<file path="config.mk">
export PLATFORM = sky130hd
export DESIGN_NAME = tdm_slot_err_status
export DESIGN_NICKNAME = d
export VERILOG_FILES = /design/src/rtl/tdm_err_pkg.sv /design/src/rtl/tdm_slot_overlap.sv /design/src/rtl/tdm_fsync_mon.sv /design/src/rtl/tdm_err_regs.sv /design/src/rtl/tdm_slot_err_status.sv
export SDC_FILE = /design/constraint.sdc
export NUM_CORES = 1
export LEC_CHECK = 0
export BUFFER_PORTS_ARGS = -buffer_cell sky130_fd_sc_hd__buf_2
export CORE_AREA = 2 2 39 41
export CTS_BUF_LIST = sky130_fd_sc_hd__clkbuf_2
export DETAILED_ROUTE_END_ITERATION = 10
export DIE_AREA = 0 0 41 43
export HOLD_SLACK_MARGIN = 0.1
export PLACE_DENSITY = 0.66
export REMOVE_ABC_BUFFERS = 1
export SYNTH_ARGS = -nofsm -noshare
export SYNTH_HDL_FRONTEND = slang
export SYNTH_SLANG_ARGS = --single-unit
</file>
<file path="constraint.sdc">
create_clock -name clk -period 2.8 [get_ports clk]
set_clock_uncertainty 0.1 [all_clocks]
set_input_delay 0 -clock clk [delete_from_list [all_inputs] [get_ports clk]]
set_output_delay 0 -clock clk [all_outputs]
set_load 0.03 [all_outputs]
</file>
<file path="src/rtl/tdm_err_pkg.sv">
package tdm_err_pkg;
    localparam int SLOT_IDX_W = 5;
    localparam int NUM_ASG    = 3;
    localparam int NUM_FLAG   = 2;
    localparam int FLAG_SA    = 0;
    localparam int FLAG_FS    = 1;
    localparam logic ADDR_STAT = 1'b0;
    localparam logic ADDR_IE   = 1'b1;

    typedef struct packed {
        logic                  vld;
        logic [SLOT_IDX_W-1:0] idx;
    } slot_asg_t;
endpackage

</file>
<file path="src/rtl/tdm_slot_overlap.sv">
module tdm_slot_overlap #(
    parameter int N_ASG = 3,
    parameter int IDX_W = 5
) (
    input  logic [N_ASG-1:0]       asg_vld,
    input  logic [N_ASG*IDX_W-1:0] asg_idx,
    output logic                   clash
);
    localparam int N_PAIR = N_ASG * N_ASG;

    logic [N_PAIR-1:0] pair_hit;

    // every ordered pair i<j compares; the rest tie off
    for (genvar i = 0; i < N_ASG; i++) begin : g_row
        for (genvar j = 0; j < N_ASG; j++) begin : g_col
            if (j > i) begin : g_cmp
                assign pair_hit[i*N_ASG+j] = asg_vld[i] & asg_vld[j] &
                    (asg_idx[i*IDX_W +: IDX_W] == asg_idx[j*IDX_W +: IDX_W]);
            end else begin : g_off
                assign pair_hit[i*N_ASG+j] = 1'b0;
            end
        end
    end

    assign clash = |pair_hit;
endmodule

</file>
<file path="src/rtl/tdm_fsync_mon.sv">
module tdm_fsync_mon (
    input  logic clk,
    input  logic rst_n,
    input  logic fsync,
    input  logic frame_busy,
    input  logic active,
    output logic early_fs
);
    typedef struct packed {
        logic fs_prev;
    } mon_st_t;

    mon_st_t st_d, st_q;

    always_comb begin
        st_d         = st_q;
        st_d.fs_prev = fsync;
        early_fs     = active & fsync & ~st_q.fs_prev & frame_busy;
    end

    always_ff @(posedge clk or negedge rst_n) begin
        if (!rst_n) st_q <= '0;
        else        st_q <= st_d;
    end
endmodule

</file>
<file path="src/rtl/tdm_err_regs.sv">
module tdm_err_regs
    import tdm_err_pkg::*;
#(
    parameter int N_FLAG = NUM_FLAG
) (
    input  logic              clk,
    input  logic              rst_n,
    input  logic [N_FLAG-1:0] set_req,
    input  logic              wr_en,
    input  logic              wr_addr,
    input  logic [N_FLAG-1:0] wr_data,
    output logic [N_FLAG-1:0] flags,
    output logic              irq
);
    typedef struct packed {
        logic [N_FLAG-1:0] flags;
        logic [N_FLAG-1:0] ie;
        logic              irq;
    } reg_st_t;

    reg_st_t st_d, st_q;

    always_comb begin
        st_d = st_q;
        if (wr_en && wr_addr == ADDR_STAT)
            st_d.flags = st_q.flags & ~wr_data;
        if (wr_en && wr_addr == ADDR_IE)
            st_d.ie = wr_data;
        // a set applied after the clear wins a same-cycle collision
        st_d.flags = st_d.flags | set_req;
        st_d.irq   = |(st_q.flags & st_q.ie);
    end

    always_ff @(posedge clk or negedge rst_n) begin
        if (!rst_n) st_q <= '0;
        else        st_q <= st_d;
    end

    assign flags = st_q.flags;
    assign irq   = st_q.irq;
endmodule

</file>
<file path="src/rtl/tdm_slot_err_status.sv">
module tdm_slot_err_status
    import tdm_err_pkg::*;
#(
    parameter int IDX_W = SLOT_IDX_W
) (
    input  logic             clk,
    input  logic             rst_n,
    input  logic             tx_en,
    input  logic             rx_en,
    input  logic             txd_slot_vld,
    input  logic [IDX_W-1:0] txd_slot_idx,
    input  logic             rxd_slot_vld,
    input  logic [IDX_W-1:0] rxd_slot_idx,
    input  logic             ctl_slot_vld,
    input  logic [IDX_W-1:0] ctl_slot_idx,
    input  logic             fsync,
    input  logic             frame_busy,
    input  logic             wr_en,
    input  logic             wr_addr,
    input  logic [1:0]       wr_data,
    output logic             sa_err,
    output logic             fs_err,
    output logic             irq,
    output logic             txd_drive_en,
    output logic             rxd_sample_en
);
    localparam int N_ASG = NUM_ASG;

    logic [N_ASG-1:0]       asg_vld;
    logic [N_ASG*IDX_W-1:0] asg_idx;
    logic                   clash;
    logic                   early_fs;
    logic                   active;
    logic [NUM_FLAG-1:0]    set_req;
    logic [NUM_FLAG-1:0]    flags;

    assign active  = tx_en | rx_en;
    assign asg_vld = {ctl_slot_vld, rxd_slot_vld, txd_slot_vld};
    assign asg_idx = {ctl_slot_idx, rxd_slot_idx, txd_slot_idx};

    tdm_slot_overlap #(.N_ASG(N_ASG), .IDX_W(IDX_W)) u_overlap (
        .asg_vld (asg_vld),
        .asg_idx (asg_idx),
        .clash   (clash)
    );

    tdm_fsync_mon u_fsmon (
        .clk        (clk),
        .rst_n      (rst_n),
        .fsync      (fsync),
        .frame_busy (frame_busy),
        .active     (active),
        .early_fs   (early_fs)
    );

    always_comb begin
        set_req          = '0;
        set_req[FLAG_SA] = active & clash;
        set_req[FLAG_FS] = early_fs;
    end

    tdm_err_regs #(.N_FLAG(NUM_FLAG)) u_regs (
        .clk     (clk),
        .rst_n   (rst_n),
        .set_req (set_req),
        .wr_en   (wr_en),
        .wr_addr (wr_addr),
        .wr_data (wr_data),
        .flags   (flags),
        .irq     (irq)
    );

    assign sa_err        = flags[FLAG_SA];
    assign fs_err        = flags[FLAG_FS];
    assign txd_drive_en  = tx_en & ~sa_err;
    assign rxd_sample_en = rx_en & ~sa_err;
endmodule

</file>
# After elaboration in Yosys (flattened, before gate mapping)

Cells that the tools add are included.

Register bits after elaboration: 6
Input bits: 28
Output and inout bits: 5
Logic and storage cells: 32

Equality and inequality tests: 3
Mux-type cells: 1
Bitwise logic cells: 20
Reductions and logical operators: 4

Operators by type and width:

| operator            | number |
|---|---|
| equality test 5 bit | 3 |
| bitwise AND 1 bit   | 12 |
| bitwise AND 2 bit   | 2 |
| inverter 1 bit      | 3 |
| OR reduction 3 bit  | 1 |
| logical AND 1 bit   | 2 |
| 2-to-1 mux 2 bit    | 1 |
| inverter 2 bit      | 1 |
| OR 2 bit            | 1 |
| OR reduction 2 bit  | 1 |
| OR 1 bit            | 1 |

# Longest topological paths before layout

Depth in word-level cells: 5
Gate-level depth with buffers: 4
Mapped depth without buffers: 4

# Hierarchy

From an unflattened synthesis, not the netlist that was laid out.

Cell total of the unflattened synthesis: 43
Area, all modules: 450.4 um^2

By module, submodules not included:

| module              | times used | cells each | area each (um^2) | seq. area each (um^2) |
|---|---|---|---|---|
| tdm_err_regs        | 1          | 15         | 215.2            | 125.1 |
| tdm_slot_overlap    | 1          | 22         | 173.9            | 0.0 |
| tdm_fsync_mon       | 1          | 2          | 35.0             | 25.0 |
| tdm_slot_err_status | 1          | 4          | 26.3             | 0.0 |

# Worst setup path after synthesis

OpenSTA, ideal clock, no wires.

Path type: register to register
Start: reg u_regs.st_q, in the netlist u_regs.flags[0]
End: reg u_regs.st_q, in the netlist u_regs.flags[0]
Setup time: 82 ps
Arrival time: 1007 ps
Required time: 2618 ps
Setup slack: 1611 ps
Cell stages (with the launch flop): 4
Path buffers: 0
Period minus slack after synthesis: 1189 ps
Cells stage by stage: dfrtp_1 > a21boi_0 > a41oi_1 > a31oi_1

RTL lines:

| item                     | RTL line           | RTL |
|---|---|---|
| start: declaration       | tdm_err_regs.sv:21 | `reg_st_t st_d, st_q;` |
| start signal: assignment | tdm_err_regs.sv:36 | `else st_q <= st_d;` |

==> results by group <==
Synthesis
  – Register area share after synthesis: 36.04%
  – Mapped cell area: 416.7 µm²
  – XOR/XNOR Fraction of Synth Area: 31.53%
  – Distinct cells, synth: 15
  – Mapped Cells: 42
  – Largest family of logic cells by synthesized area: XOR/XNOR gates
  – Synthesized flop and latch total: 6
  – Mapped Avg Cell Area: 9.920 µm²
  – Simple-gate portion of the synthesized area: 17.72%
  – Synth Area in Compound Gates: 9.309%
  – YS warnings: 0
  – Post-synthesis mux area share: 5.405%
  – Post-Synth Adder-Cell Area: 0%

Timing
  – Max Clock Freq: 510.5 MHz
  – Final setup vio count: 0
  – Period minus WS final: 1959 ps
  – Final Hold Vio Count: 0
  – RSZ-0062 raised after global routing: false
  – Slew at the pin closest to its max-slew limit: 301.5 ps
  – Setup tns final: 0 ps
  – Max-slew violations: 0
  – Min Hold Slack: 289.6 ps
  – Fin crit share: 69.96%
  – Slew headroom: 79.71%

GRT
  – Gr usage total: 14.01%
  – Congestion Overflow GR: 0
  – Initial antenna violation count: 0
  – Vias in the first global route: 465
  – First-pass GRT wire length: 1.649 mm
  – Largest net degree at the start of global routing: 7

Drt
  – Initial DRC count: 3
  – Remaining DRCs: 0
  – Avg WL per Cell: 10.59 µm
  – ANT nets after route: 0
  – Post-Route WL: 1.112 mm
  – Routed vias/inst: 4.524
  – TritonRoute pass-1 iters: 2
  – Vias: 475

Clock network
  – Post-CTS sizing: 0
  – # hold bufs at CTS: 12
  – TritonCTS clock tree: done
  – Root Buffer: clkbuf_2
  – Post-CTS repair timing setup buffer count: 0
  – H-tree levels: 1
  – TritonCTS buffer count: 3
  – Clk buf depth: 2
  – Worst-path clk slew: 60 ps
  – Clk Latency, worst-skew pair: 210 ps
  – CTS sink cnt: 6

Worst setup path
  – Worst EP required: 2850 ps
  – Critical path fanouts, max: 2
  – Critical path endpoint category: register
  – Crit path cell chain: buf_2 > xor2_1 > nor4_1 > nand4_1 > dlygate4sd3_1 > a31oi_1 > dlygate4sd3_1
  – Worst setup startpoint: rxd_slot_idx[3]
  – Cell count of the worst reg-to-reg path: 4
  – Worst reg2reg startpoint: u_regs.flags[0]
  – Slowest stage delay, CP: 570 ps
  – Crit path top cell by count: dlygate4sd3_1
  – Critical Path AT: 2010 ps
  – Startpoint types: input pin
  – WS Path Type: input pin to register
  – Crit-path slowest cell: dlygate4sd3_1
  – Worst r2r dst: u_regs.flags[0]
  – Flop-to-flop setup slack: 1100 ps
  – Worst setup endpoint: u_regs.flags[0]

Run
  – Max cap viols: 0

Floorplan
  – Die area: 1763 µm²
  – Initial cell density of the core: 30.11%
  – IO Count: 33
  – CORE AREA: 1384 µm²
  – Die Ht: 43 µm
  – Die X: 41 µm
  – Row count: 14

Status
  – Outcome: finished, final reports clean

Power and ir drop
  – Max rail drop VDD: 0.1373 mV
  – Lkg Pwr: 0.3628 nW
  – Total Power: 0.2697 mW
  – Power per cell area: 368.5 nW/µm²

Placed design
  – IO buf count: 32
  – Detailed-placement wirelength estimate: 868.5 µm
  – Routability cong.: 0.7228
  – DP Area: 596.8 µm²
  – Placed Cells: 90

Final layout
  – Fin cells: 105
  – Area grow syn2layout: 75.68%
  – Most frequent cells in the layout: buf_2 (32), xor2_1 (12), dlygate4sd3_1 (12)
  – Design Area, Final: 732.0 µm²
  – Most common cell after layout, fill and taps aside: buf_2
  – Ant. Diodes: 0
  – Fin nets: 119
  – Share of post-route cells with drive strength above 1: 41.57%

Worst hold path
  – HP Class: input pin to output pin
==> final cells by class <==
class / count / area [µm²]
Multi-Input combinational cell: 36 / 266.5
Timing Repair Buffer: 44 / 280.3
Fill cell: 130 / 651.9
Tap cell: 16 / 20.02
Clock buffer: 3 / 15.01
Sequential cell: 6 / 150.1
==> registers in the layout, indices dropped and copies added (netlist names) <==
name          count
u_fsmon.st_q      1
u_regs.flags      2
u_regs.irq        1
u_regs.st_q       2
==> layer usage <==
metal | part of all wire, % | track usage, % | up-vias
li1 | - | - | 246
met1 | 41 | 14.66 | 200
met2 | 50 | 23.75 | 29
met3 | 9.1 | 3.141 | 0
met4 | 0 | 8.000 | 0
met5 | 0 | 0 | -
==> logic make-up (layout without fill, tap and decap cells) <==
logic type | after synthesis | count (layout)
compound gates | 5 | 5
xor+xnor | 15 | 15
buf+inv | 0 | 47
flops | 6 | 6
mux | 2 | 2
simple gates | 14 | 14
==> worst min path at each step <==
stage | slack, ps | cells past startpoint | end | startpoint
2_1_floorplan | -400 | 0 | u_fsmon.st_q | rst_n
3_3_place_gp | -270 | 1 | u_regs.flags[1] | rst_n
3_5_place_dp | -270 | 1 | u_regs.flags[1] | rst_n
4_1_cts | 290 | 3 | rxd_sample_en | rx_en
5_1_grt | 310 | 3 | txd_drive_en | tx_en
6_report | 290 | 3 | rxd_sample_en | rx_en
==> metrics by stage <==
step / utilization (%) / setup slack (ps)
3_5_place_dp: 43.13 / 1651
4_1_cts: 52.89 / 867.9
5_1_grt: 52.89 / 786.9
3_3_place_gp: 43.13 / 1676
2_1_floorplan: - / 1611
6_report: 52.89 / 841.2
==> cell usage after synthesis <==
master / n / area share, %
xor2_1: 12 / 25
dfrtp_1: 6 / 36
nand2_1: 4 / 3.6
nor2b_1: 3 / 4.5
nor4_1: 3 / 4.5
xnor2_1: 3 / 6.3
mux2_2: 2 / 5.4
nand4_1: 2 / 3.0
a21boi_0: 1 / 1.8
a22o_1: 1 / 2.1
a31oi_1: 1 / 1.5
a41oi_1: 1 / 2.1
nor2_1: 1 / 0.90
nor3_1: 1 / 1.2
o31ai_1: 1 / 1.8
==> power by group <==
group          leakage [nW]  total (mW)  switching [mW]  internal [mW]
clock                0.0125      0.0582          0.0292         0.0290
combinational         0.276       0.108          0.0515         0.0562
sequential           0.0738       0.104         0.00609         0.0978
==> critical path, delay by kind of cell <==
kind	cells	cell delay [ps]
AND/OR/NAND/NOR	2	450
XOR/XNOR	1	150
buffers and inverters	3	1240
AO/OA/AOI/OAI	1	160
No activity file was read; power rests on OpenSTA's default activity.
